### src/rtl/lutblk_pkg.sv
package lutblk_pkg;
  typedef enum logic [1:0] {
    MODE_LOGIC  = 2'd0,
    MODE_RAM_SP = 2'd1,
    MODE_RAM_DP = 2'd2,
    MODE_SPARE  = 2'd3
  } cell_mode_e;

  typedef enum logic [1:0] {
    CAP_F   = 2'd0,
    CAP_G   = 2'd1,
    CAP_H   = 2'd2,
    CAP_PIN = 2'd3
  } cap_src_e;

  localparam int unsigned CAP_SRCS = 4;
endpackage

### src/rtl/lutblk_rst_sync.sv
module lutblk_rst_sync #(
  parameter int unsigned STAGES = 2
) (
  input  logic clk,
  input  logic rst_n,
  output logic rst_q_n
);
  logic [STAGES-1:0] sync_q;
  logic [STAGES-1:0] sync_d;

  always_comb begin
    sync_d = {sync_q[STAGES-2:0], 1'b1};
  end

  always_ff @(posedge clk or negedge rst_n) begin
    if (!rst_n) sync_q <= '0;
    else        sync_q <= sync_d;
  end

  assign rst_q_n = sync_q[STAGES-1];
endmodule

### src/rtl/lutblk_lut_store.sv
// One table of the cell: parallel load, one synchronous write port,
// NRD asynchronous read ports.
module lutblk_lut_store #(
  parameter int unsigned ADDR_W = 4,
  parameter int unsigned NRD    = 1,
  localparam int unsigned DEPTH = 1 << ADDR_W
) (
  input  logic                   clk,
  input  logic                   rst_n,
  input  logic                   load,
  input  logic [DEPTH-1:0]       load_bits,
  input  logic                   wr_en,
  input  logic [ADDR_W-1:0]      wr_addr,
  input  logic                   wr_bit,
  input  logic [NRD*ADDR_W-1:0]  rd_addr,
  output logic [NRD-1:0]         rd_bit
);
  logic [DEPTH-1:0] mem_q;
  logic [DEPTH-1:0] mem_d;
  logic             mem_en;

  // Load takes precedence over a user write.
  always_comb begin
    mem_d  = mem_q;
    mem_en = load | wr_en;
    if (load) begin
      mem_d = load_bits;
    end else if (wr_en) begin
      mem_d[wr_addr] = wr_bit;
    end
  end

  always_ff @(posedge clk or negedge rst_n) begin
    if (!rst_n)      mem_q <= '0;
    else if (mem_en) mem_q <= mem_d;
  end

  for (genvar p = 0; p < NRD; p++) begin : g_rd
    assign rd_bit[p] = mem_q[rd_addr[p*ADDR_W +: ADDR_W]];
  end
endmodule

### src/rtl/lutblk_cap_ff.sv
// Capture flop with a configuration-selected source.
module lutblk_cap_ff
  import lutblk_pkg::*;
(
  input  logic                clk,
  input  logic                rst_n,
  input  logic                ce,
  input  logic [1:0]          src_sel,
  input  logic [CAP_SRCS-1:0] cand,
  output logic                q
);
  logic pick;
  logic q_d;

  always_comb begin
    unique case (cap_src_e'(src_sel))
      CAP_F:   pick = cand[CAP_F];
      CAP_G:   pick = cand[CAP_G];
      CAP_H:   pick = cand[CAP_H];
      default: pick = cand[CAP_PIN];
    endcase
    q_d = ce ? pick : q;
  end

  always_ff @(posedge clk or negedge rst_n) begin
    if (!rst_n) q <= 1'b0;
    else        q <= q_d;
  end
endmodule

### src/rtl/lutblk_cell.sv
module lutblk_cell
  import lutblk_pkg::*;
#(
  parameter int unsigned LUT_K   = 4,
  parameter int unsigned H_EXTRA = 1,
  localparam int unsigned LUT_N  = 1 << LUT_K,
  localparam int unsigned H_K    = 2 + H_EXTRA,
  localparam int unsigned H_N    = 1 << H_K
) (
  input  logic               clk,
  input  logic               rst_n,
  input  logic               cfg_load,
  input  logic [LUT_N-1:0]   cfg_tbl_f,
  input  logic [LUT_N-1:0]   cfg_tbl_g,
  input  logic [H_N-1:0]     cfg_tbl_h,
  input  logic [1:0]         cfg_mode,
  input  logic [1:0]         cfg_sel_x,
  input  logic [1:0]         cfg_sel_y,
  input  logic [LUT_K-1:0]   in_f,
  input  logic [LUT_K-1:0]   in_g,
  input  logic [H_EXTRA-1:0] in_h,
  input  logic               dir_x,
  input  logic               dir_y,
  input  logic               ce,
  input  logic               we,
  input  logic               wdata,
  output logic               out_f,
  output logic               out_g,
  output logic               out_h,
  output logic               q_x,
  output logic               q_y
);
  logic       rst_q_n;
  cell_mode_e mode;
  logic       is_sp, is_dp, wr_ok;
  logic       f_we, g_we;
  logic       f_rd;
  logic [1:0] g_rd;
  logic       h_lut;
  logic       sp_rd;

  lutblk_rst_sync #(.STAGES(2)) u_rst (
    .clk(clk), .rst_n(rst_n), .rst_q_n(rst_q_n)
  );

  always_comb begin
    mode  = cell_mode_e'(cfg_mode);
    is_sp = (mode == MODE_RAM_SP);
    is_dp = (mode == MODE_RAM_DP);
    wr_ok = we & (is_sp | is_dp);
    f_we  = wr_ok & (is_dp | ~in_h[0]);
    g_we  = wr_ok & (is_dp |  in_h[0]);
  end

  lutblk_lut_store #(.ADDR_W(LUT_K), .NRD(1)) u_tbl_f (
    .clk(clk), .rst_n(rst_q_n), .load(cfg_load), .load_bits(cfg_tbl_f),
    .wr_en(f_we), .wr_addr(in_f), .wr_bit(wdata),
    .rd_addr(in_f), .rd_bit(f_rd)
  );

  // Second read port of G serves the upper half of the 32x1 memory.
  lutblk_lut_store #(.ADDR_W(LUT_K), .NRD(2)) u_tbl_g (
    .clk(clk), .rst_n(rst_q_n), .load(cfg_load), .load_bits(cfg_tbl_g),
    .wr_en(g_we), .wr_addr(in_f), .wr_bit(wdata),
    .rd_addr({in_f, in_g}), .rd_bit(g_rd)
  );

  always_comb begin
    h_lut = cfg_tbl_h[{in_h, g_rd[0], f_rd}];
    sp_rd = in_h[0] ? g_rd[1] : f_rd;
    out_f = f_rd;
    out_g = g_rd[0];
    out_h = is_sp ? sp_rd : h_lut;
  end

  logic [1:0]          sel_arr  [2];
  logic                pin_arr  [2];
  logic [1:0]          q_arr;

  assign sel_arr[0] = cfg_sel_x;
  assign sel_arr[1] = cfg_sel_y;
  assign pin_arr[0] = dir_x;
  assign pin_arr[1] = dir_y;

  for (genvar i = 0; i < 2; i++) begin : g_cap
    logic [CAP_SRCS-1:0] cand;
    always_comb begin
      cand          = '0;
      cand[CAP_F]   = out_f;
      cand[CAP_G]   = out_g;
      cand[CAP_H]   = out_h;
      cand[CAP_PIN] = pin_arr[i];
    end
    lutblk_cap_ff u_ff (
      .clk(clk), .rst_n(rst_q_n), .ce(ce),
      .src_sel(sel_arr[i]), .cand(cand), .q(q_arr[i])
    );
  end

  assign q_x = q_arr[0];
  assign q_y = q_arr[1];
endmodule

### config.mk
export PLATFORM = sky130hd
export DESIGN_NAME = lutblk_cell
export DESIGN_NICKNAME = d
export VERILOG_FILES = /design/src/rtl/lutblk_pkg.sv /design/src/rtl/lutblk_rst_sync.sv /design/src/rtl/lutblk_lut_store.sv /design/src/rtl/lutblk_cap_ff.sv /design/src/rtl/lutblk_cell.sv
export SDC_FILE = /design/constraint.sdc
export NUM_CORES = 1
export LEC_CHECK = 0
export BUFFER_PORTS_ARGS = -buffer_cell sky130_fd_sc_hd__buf_2
export CORE_ASPECT_RATIO = 1.4
export CORE_MARGIN = 5
export CORE_UTILIZATION = 50
export DETAILED_ROUTE_END_ITERATION = 10
export PLACE_DENSITY = 0.77
export SLEW_MARGIN = 10
export SYNTH_ARGS = -nofsm -noshare
export SYNTH_HDL_FRONTEND = slang
export SYNTH_SLANG_ARGS = --single-unit
### constraint.sdc
create_clock -name clk -period 2.9 [get_ports clk]
set_clock_uncertainty 0.2 [all_clocks]
set_input_delay 0.435 -clock clk [delete_from_list [all_inputs] [get_ports clk]]
set_output_delay 0.435 -clock clk [all_outputs]
set_load 0.03 [all_outputs]
Word level (Yosys, flattened, before mapping)
Cells that the tools add are included.
{"block": "word_totals", "ff_bits": 36, "latchBits": 0, "ramBits": 0, "mem_bits_ro": 0, "word_cells": 51, "memories": 0}
{"block": "classes", "n_addsub": 0, "mul": 0, "n_div": 0, "n_lt_le_gt_ge": 4, "eq_ne": 6, "n_shift": 0, "n_mux": 20, "bitwise_logic": 9, "reduce_logical": 7}
{"op": "16-bit 2-to-1 mux", "count": 4}
{"op": "16-bit bitwise mux", "count": 2}
{"op": "1-bit binary-select mux with 4-bit select", "count": 3}
{"op": "4-bit by 5-bit less-than comparator with 1-bit output, second input constant", "count": 2}
{"op": "1-bit 2-to-1 mux", "count": 7}
{"op": "2-bit by 1-bit == test with 1-bit output, second input constant", "count": 3}
{"op": "2-bit == test, second input constant", "count": 3}
{"op": "1-bit case mux with 3 select lines", "count": 2}
{"op": "1-bit OR", "count": 5}
{"op": "1-bit demux with 4-bit select", "count": 1}
{"op": "4-bit by 1-bit >= comparator with 1-bit output, second input constant", "count": 1}
{"op": "2-bit zero test", "count": 2}
{"op": "3-bit by 4-bit less-than comparator with 1-bit output, second input constant", "count": 1}
{"op": "2-bit AND reduction", "count": 2}
{"op": "2-bit nonzero test", "count": 2}
{"op": "1-bit bitwise AND", "count": 3}
{"op": "1-bit binary-select mux with 3-bit select", "count": 1}
{"op": "1-bit logical AND", "count": 1}
{"op": "1-bit NOT", "count": 1}

Logic depth before layout (Yosys ltp)
{"block": "depth", "depth_word": 7, "depth_mapped": 11, "ltp_nobuf": 8}

By module
From an unflattened synthesis, not the netlist that was laid out.
{"block": "unflattened", "cells_unflattened": 262, "hier_area_um2": 2479.9}
{"mod": "lutblk_lut_store at u_tbl_g", "n_inst": 1, "cells_per_inst": 117, "area_each_um2": 1133.6, "seq_area_each_um2": 400.4}
{"mod": "lutblk_lut_store at u_tbl_f", "n_inst": 1, "cells_per_inst": 110, "area_each_um2": 998.5, "seq_area_each_um2": 400.4}
{"mod": "lutblk_cap_ff", "n_inst": 2, "cells_per_inst": 7, "area_each_um2": 76.3, "seq_area_each_um2": 25.0}
{"mod": "lutblk_cell", "n_inst": 1, "cells_per_inst": 18, "area_each_um2": 141.4, "seq_area_each_um2": 0.0}
{"mod": "lutblk_rst_sync", "n_inst": 1, "cells_per_inst": 3, "area_each_um2": 53.8, "seq_area_each_um2": 50.0}

Worst setup path after synthesis
OpenSTA, ideal clock, no wires.
{"block": "synth_path", "path_type": "input to register", "startpoint": "in in_f[1]", "endpoint": "reg g_cap[0].u_ff.q", "setup_ns": 0.129, "arrival_time_ns": 2.733, "setup_slack_ns": -0.163, "path_stages": 7, "path_buffers": 2, "cell_sequence": "clkbuf_1 > clkbuf_1 > mux4_2 > mux4_2 > a32oi_1 > nand3_1 > o41a_1"}
{"block": "synth_via", "elab_chain_cells": 6}
{"element": "start: declaration", "line": "lutblk_cell.sv:19", "text": "input logic [LUT_K-1:0] in_f,"}
{"element": "1-bit binary-select mux with 4-bit select", "line": "lutblk_lut_store.sv:39", "text": "assign rd_bit[p] = mem_q[rd_addr[p*ADDR_W +: ADDR_W]];"}
{"element": "1-bit 2-to-1 mux (implied by the code)", "line": "lutblk_lut_store.sv:39"}
{"element": "1-bit binary-select mux with 3-bit select", "line": "lutblk_cell.sv:69", "text": "h_lut = cfg_tbl_h[{in_h, g_rd[0], f_rd}];"}
{"element": "1-bit 2-to-1 mux (implied by the code)", "line": "lutblk_cell.sv:69"}
{"element": "1-bit 2-to-1 mux (*)", "line": "lutblk_cell.sv:73", "text": "out_h = is_sp ? sp_rd : h_lut;"}
{"element": "via out_h", "line": "lutblk_cell.sv:29", "text": "output logic out_h,"}
{"element": "1-bit case mux with 3 select lines (*)", "line": "lutblk_cap_ff.sv:16", "text": "unique case (cap_src_e'(src_sel))"}
{"element": "end signal: assignment", "line": "lutblk_cap_ff.sv:27", "text": "else q <= q_d;"}
{"element": "end: declaration", "line": "lutblk_cap_ff.sv:10", "text": "output logic q"}
The timed path passes the listed nets; every way through them passes the cells marked *. The select of a mux whose other input is x is not followed.
A chain may end at the register's enable or synchronous reset.

Worst setup path after layout
{"block": "layout_path", "startpoint": "reg u_tbl_g.mem_q[5]", "endpoint": "out out_h"}
{"block": "layout_via", "elab_chain_cells": 5}
{"element": "start: declaration", "line": "lutblk_lut_store.sv:18", "text": "logic [DEPTH-1:0] mem_q;"}
{"element": "start signal: assignment", "line": "lutblk_lut_store.sv:35", "text": "else if (mem_en) mem_q <= mem_d;"}
{"element": "1-bit binary-select mux with 4-bit select", "line": "lutblk_lut_store.sv:39"}
{"element": "1-bit 2-to-1 mux (implied by the code)", "line": "lutblk_lut_store.sv:39"}
{"element": "1-bit binary-select mux with 3-bit select", "line": "lutblk_cell.sv:69"}
{"element": "1-bit 2-to-1 mux (implied by the code)", "line": "lutblk_cell.sv:69"}
{"element": "1-bit 2-to-1 mux (*)", "line": "lutblk_cell.sv:73"}
{"element": "end: declaration", "line": "lutblk_cell.sv:29"}
Mark *: on every way between the ends. The rest lies on a longest branch, timed or not. The select of a mux whose other input is x is not followed.

==> impl_metrics.tcl <==
set metrics [dict create \
    run_status "finished, violations left" \
    violations "setup timing" \
    clk_pin_slew_worst_paths_ns 0.07 \
    cp-start-kind "register" \
    clk_latency_ns 0.29 \
    cp.required_ns 2.27 \
    rsz0062_at_grt "yes" \
    seq_area_frac_synth_pct 36.7 \
    n_fill_cell 452 \
    crit_buf_inv 1 \
    ir_drop_v 0.000344 \
    grt_pass1_wl_mm 12.1 \
    worst_r2r_startpoint "u_tbl_g.mem_q[5]" \
    crit_cells 7 \
    clockBufferDepth 2 \
    rows 30 \
    drc_errors 0 \
    ys_types 35 \
    place_ws_ns -0.180 \
    dp_hpwl_mm 5.56 \
    drive_above_1_share_pct 31.3 \
    crit_path_end "out_h" \
    leakage_nw 1.36 \
    drt_iter0_markers 104 \
    slew_headroom_pct 61.4 \
    start_util_pct 51.0 \
    firstDrtPassIters 4 \
    routed_wl_mm 7.20 \
    reg2reg_depth 8 \
    die_h_um 92.9 \
    track_usage_pct 23.5 \
    regToRegSetupSlack_ns 0.22 \
    vias_per_cell 5.82 \
    fin_util_pct 63.8 \
    max_freq_mhz 339 \
    areaGrowthSynthToFinish_pct 24.9 \
    syn-num-nets 359 \
    post_drt_wl_per_cell_um 16.6 \
    worstPathArrival_ns 2.31 \
    n_antenna_cell 0 \
    hp-class "reg -> async" \
    io_pins 68 \
    gp_congestion 0.964 \
    endpoint_kind "primary output" \
    core_area_um2 4800 \
    place_area_um2 2910 \
    cp_max_fo 5 \
    powerDensity_nw_per_um2 494 \
    tightest_slew_ns 0.575 \
    crit_type "reg -> out" \
    r2r-end "g_cap[0].u_ff.q" \
    critical-path-slowest-cell "mux4_2" \
    htreeDepth 2 \
    avgSynthCellArea_um2 8.34 \
    syn_inst 294 \
    io_buffers 67 \
    slew_violations 0 \
    finalCritPeriodShare_pct 102 \
    clock-sinks 36 \
    nets 436 \
    final_antenna_net_count 0 \
    antenna_found_initial 0 \
    cts_buffers 5 \
    synth_edf_count 0 \
    critPathLaunch "u_tbl_g.mem_q[5]" \
    grt_pass1_vias 2589 \
    finalSetupViolCount 1 \
    synth_seq_cells 36 \
    cts_tree "done" \
    dieArea_um2 6430 \
    syn-cell-area_um2 2450 \
    ctsRootBufferMaster "clkbuf_8" \
    crit_chain "mux4_2, mux2i_4, o211ai_4, mux2_4, a32oi_2, nand3_2, buf_6" \
    gr-total-overflow 0 \
    vias 2532 \
    drv_cap 0 \
    critical-path-top-delay-family "multiplexers" \
    die_x_um 69.2 \
    cp_slowest_stage_delay_ns 0.50 \
    fin_crit_ns 2.95 \
    yosys_most_used_dff "dfrtp_1" \
    hold_violations 0 \
    ys_warn_count 0 \
    layout_setup_ws_ns -0.0457 \
    grt_max_degree 35 \
    stdcell_area_um2 3060 \
    async_flop_share_pct 100 \
]
==> cell usage after synthesis, drive strengths merged, types with 2 or more instances <==
cell type,count,area [um^2]
nor3b,3,22.5
a21oi,30,150
o311a,2,20.0
inv,7,26.3
nor3,3,15.0
a311oi,2,17.5
ha,2,25.0
a31oi,30,188
mux4,13,308
nand3,3,15.0
nand4b,2,17.5
nand2b,2,12.5
nor2,71,267
o21ai,2,10.0
a32oi,2,17.5
nor2b,9,56.3
mux2,2,26.3
clkbuf,16,60.1
dfrtp,36,901
buf,2,18.8
and2,2,12.5
nand2,43,161
==> per-layer routing <==
layer	global-route usage, %	wire [um]
met5	0	0
met4	12.7	292
met3	4.89	448
met2	41.6	3680
met1	26.3	2780
==> where the power goes <==
part | internal [mW] | total, mW | switching, mW
logic | 0.255 | 0.521 | 0.266
clock network | 0.163 | 0.340 | 0.177
registers | 0.583 | 0.653 | 0.0708
total | 1.00 | 1.51 | 0.514
==> flip-flops by register name (all words and copies together), names as in the netlist <==
register	count
u_tbl_f.mem_q	16
u_tbl_g.mem_q	16
g_cap.u_ff.q	2
u_rst.sync_q	2
==> cell usage in the layout (no fill, tap or decap), types with 2 or more instances in the layout <==
master	synthesis	routed
nor2_1	71	71
buf_2	0	65
nand2_1	43	43
dfrtp_1	36	36
a31oi_1	30	30
a21oi_1	30	29
buf_4	1	20
mux4_2	9	11
nor2b_1	9	9
inv_1	7	6
clkbuf_8	0	5
nor3b_1	3	3
nor3_1	3	3
and2_1	2	2
mux4_1	4	2
nand3_2	0	2
o311a_1	2	2
nand2b_1	2	2
nand4b_1	2	2
o21ai_0	2	2
ha_1	2	2
buf_6	1	2
==> cell type report <==
class	instances	area, um^2	area share [%]
Tap cell	64	80.1	2.61
Clock buffer	6	72.6	2.37
Clock inverter	1	5.00	0.163
Sequential cell	36	901	29.4
Multi-Input combinational cell	233	1470	48.0
Inverter	7	26.3	0.857
Timing Repair Buffer	88	508	16.6
==> kinds of logic (layout without fill, tap and decap cells) <==
logic type	Yosys count	in the layout	synth area share, %
adder cells (fa/ha/maj)	2	2	1.02
multiplexers	16	16	14.5
AND/OR/NAND/NOR	141	141	24.5
flip-flops	36	36	36.7
buffers and inverters	25	102	4.29
AO/OA/AOI/OAI	73	73	18.8
other	1	1	0.153
==> metrics by stage <==
step / TNS (ns) / instances / hold WS, ns / power, mW
floorplan: 0 / 294 / -0.0606 / 0.961
global placement: -0.120 / 423 / 0.0202 / 1.12
detailed placement: -0.281 / 423 / 0.0222 / 1.14
CTS: -0.0299 / 435 / 0.0942 / 1.51
global route: -0.134 / 435 / 0.152 / 1.59
finish: -0.0457 / 435 / 0.0758 / 1.51
==> how the worst min path moves through the flow <==
stage	endpoint	cells after the start	from	slack (ns)
after floorplan	u_rst.sync_q[0]	0	rst_n	-0.06
after global placement	u_rst.sync_q[1]	1	rst_n	0.02
after detailed placement	u_rst.sync_q[1]	1	rst_n	0.02
after CTS	u_tbl_f.mem_q[12]	1	u_rst.sync_q[1]	0.09
after global routing	u_tbl_f.mem_q[15]	1	u_rst.sync_q[1]	0.15
final	u_tbl_f.mem_q[12]	1	u_rst.sync_q[1]	0.08
==> what timing repair did <==
item / 4_1_cts / 5_1_grt
pin swaps: 4 / 0
hold endpoints to repair: 2 / 0
hold buffers: 1 / 0
resized for setup: 9 / 2
setup buffers: 4 / 0
setup endpoints to repair: 1 / 1
Note: power is estimated with default switching activity, not from simulation.
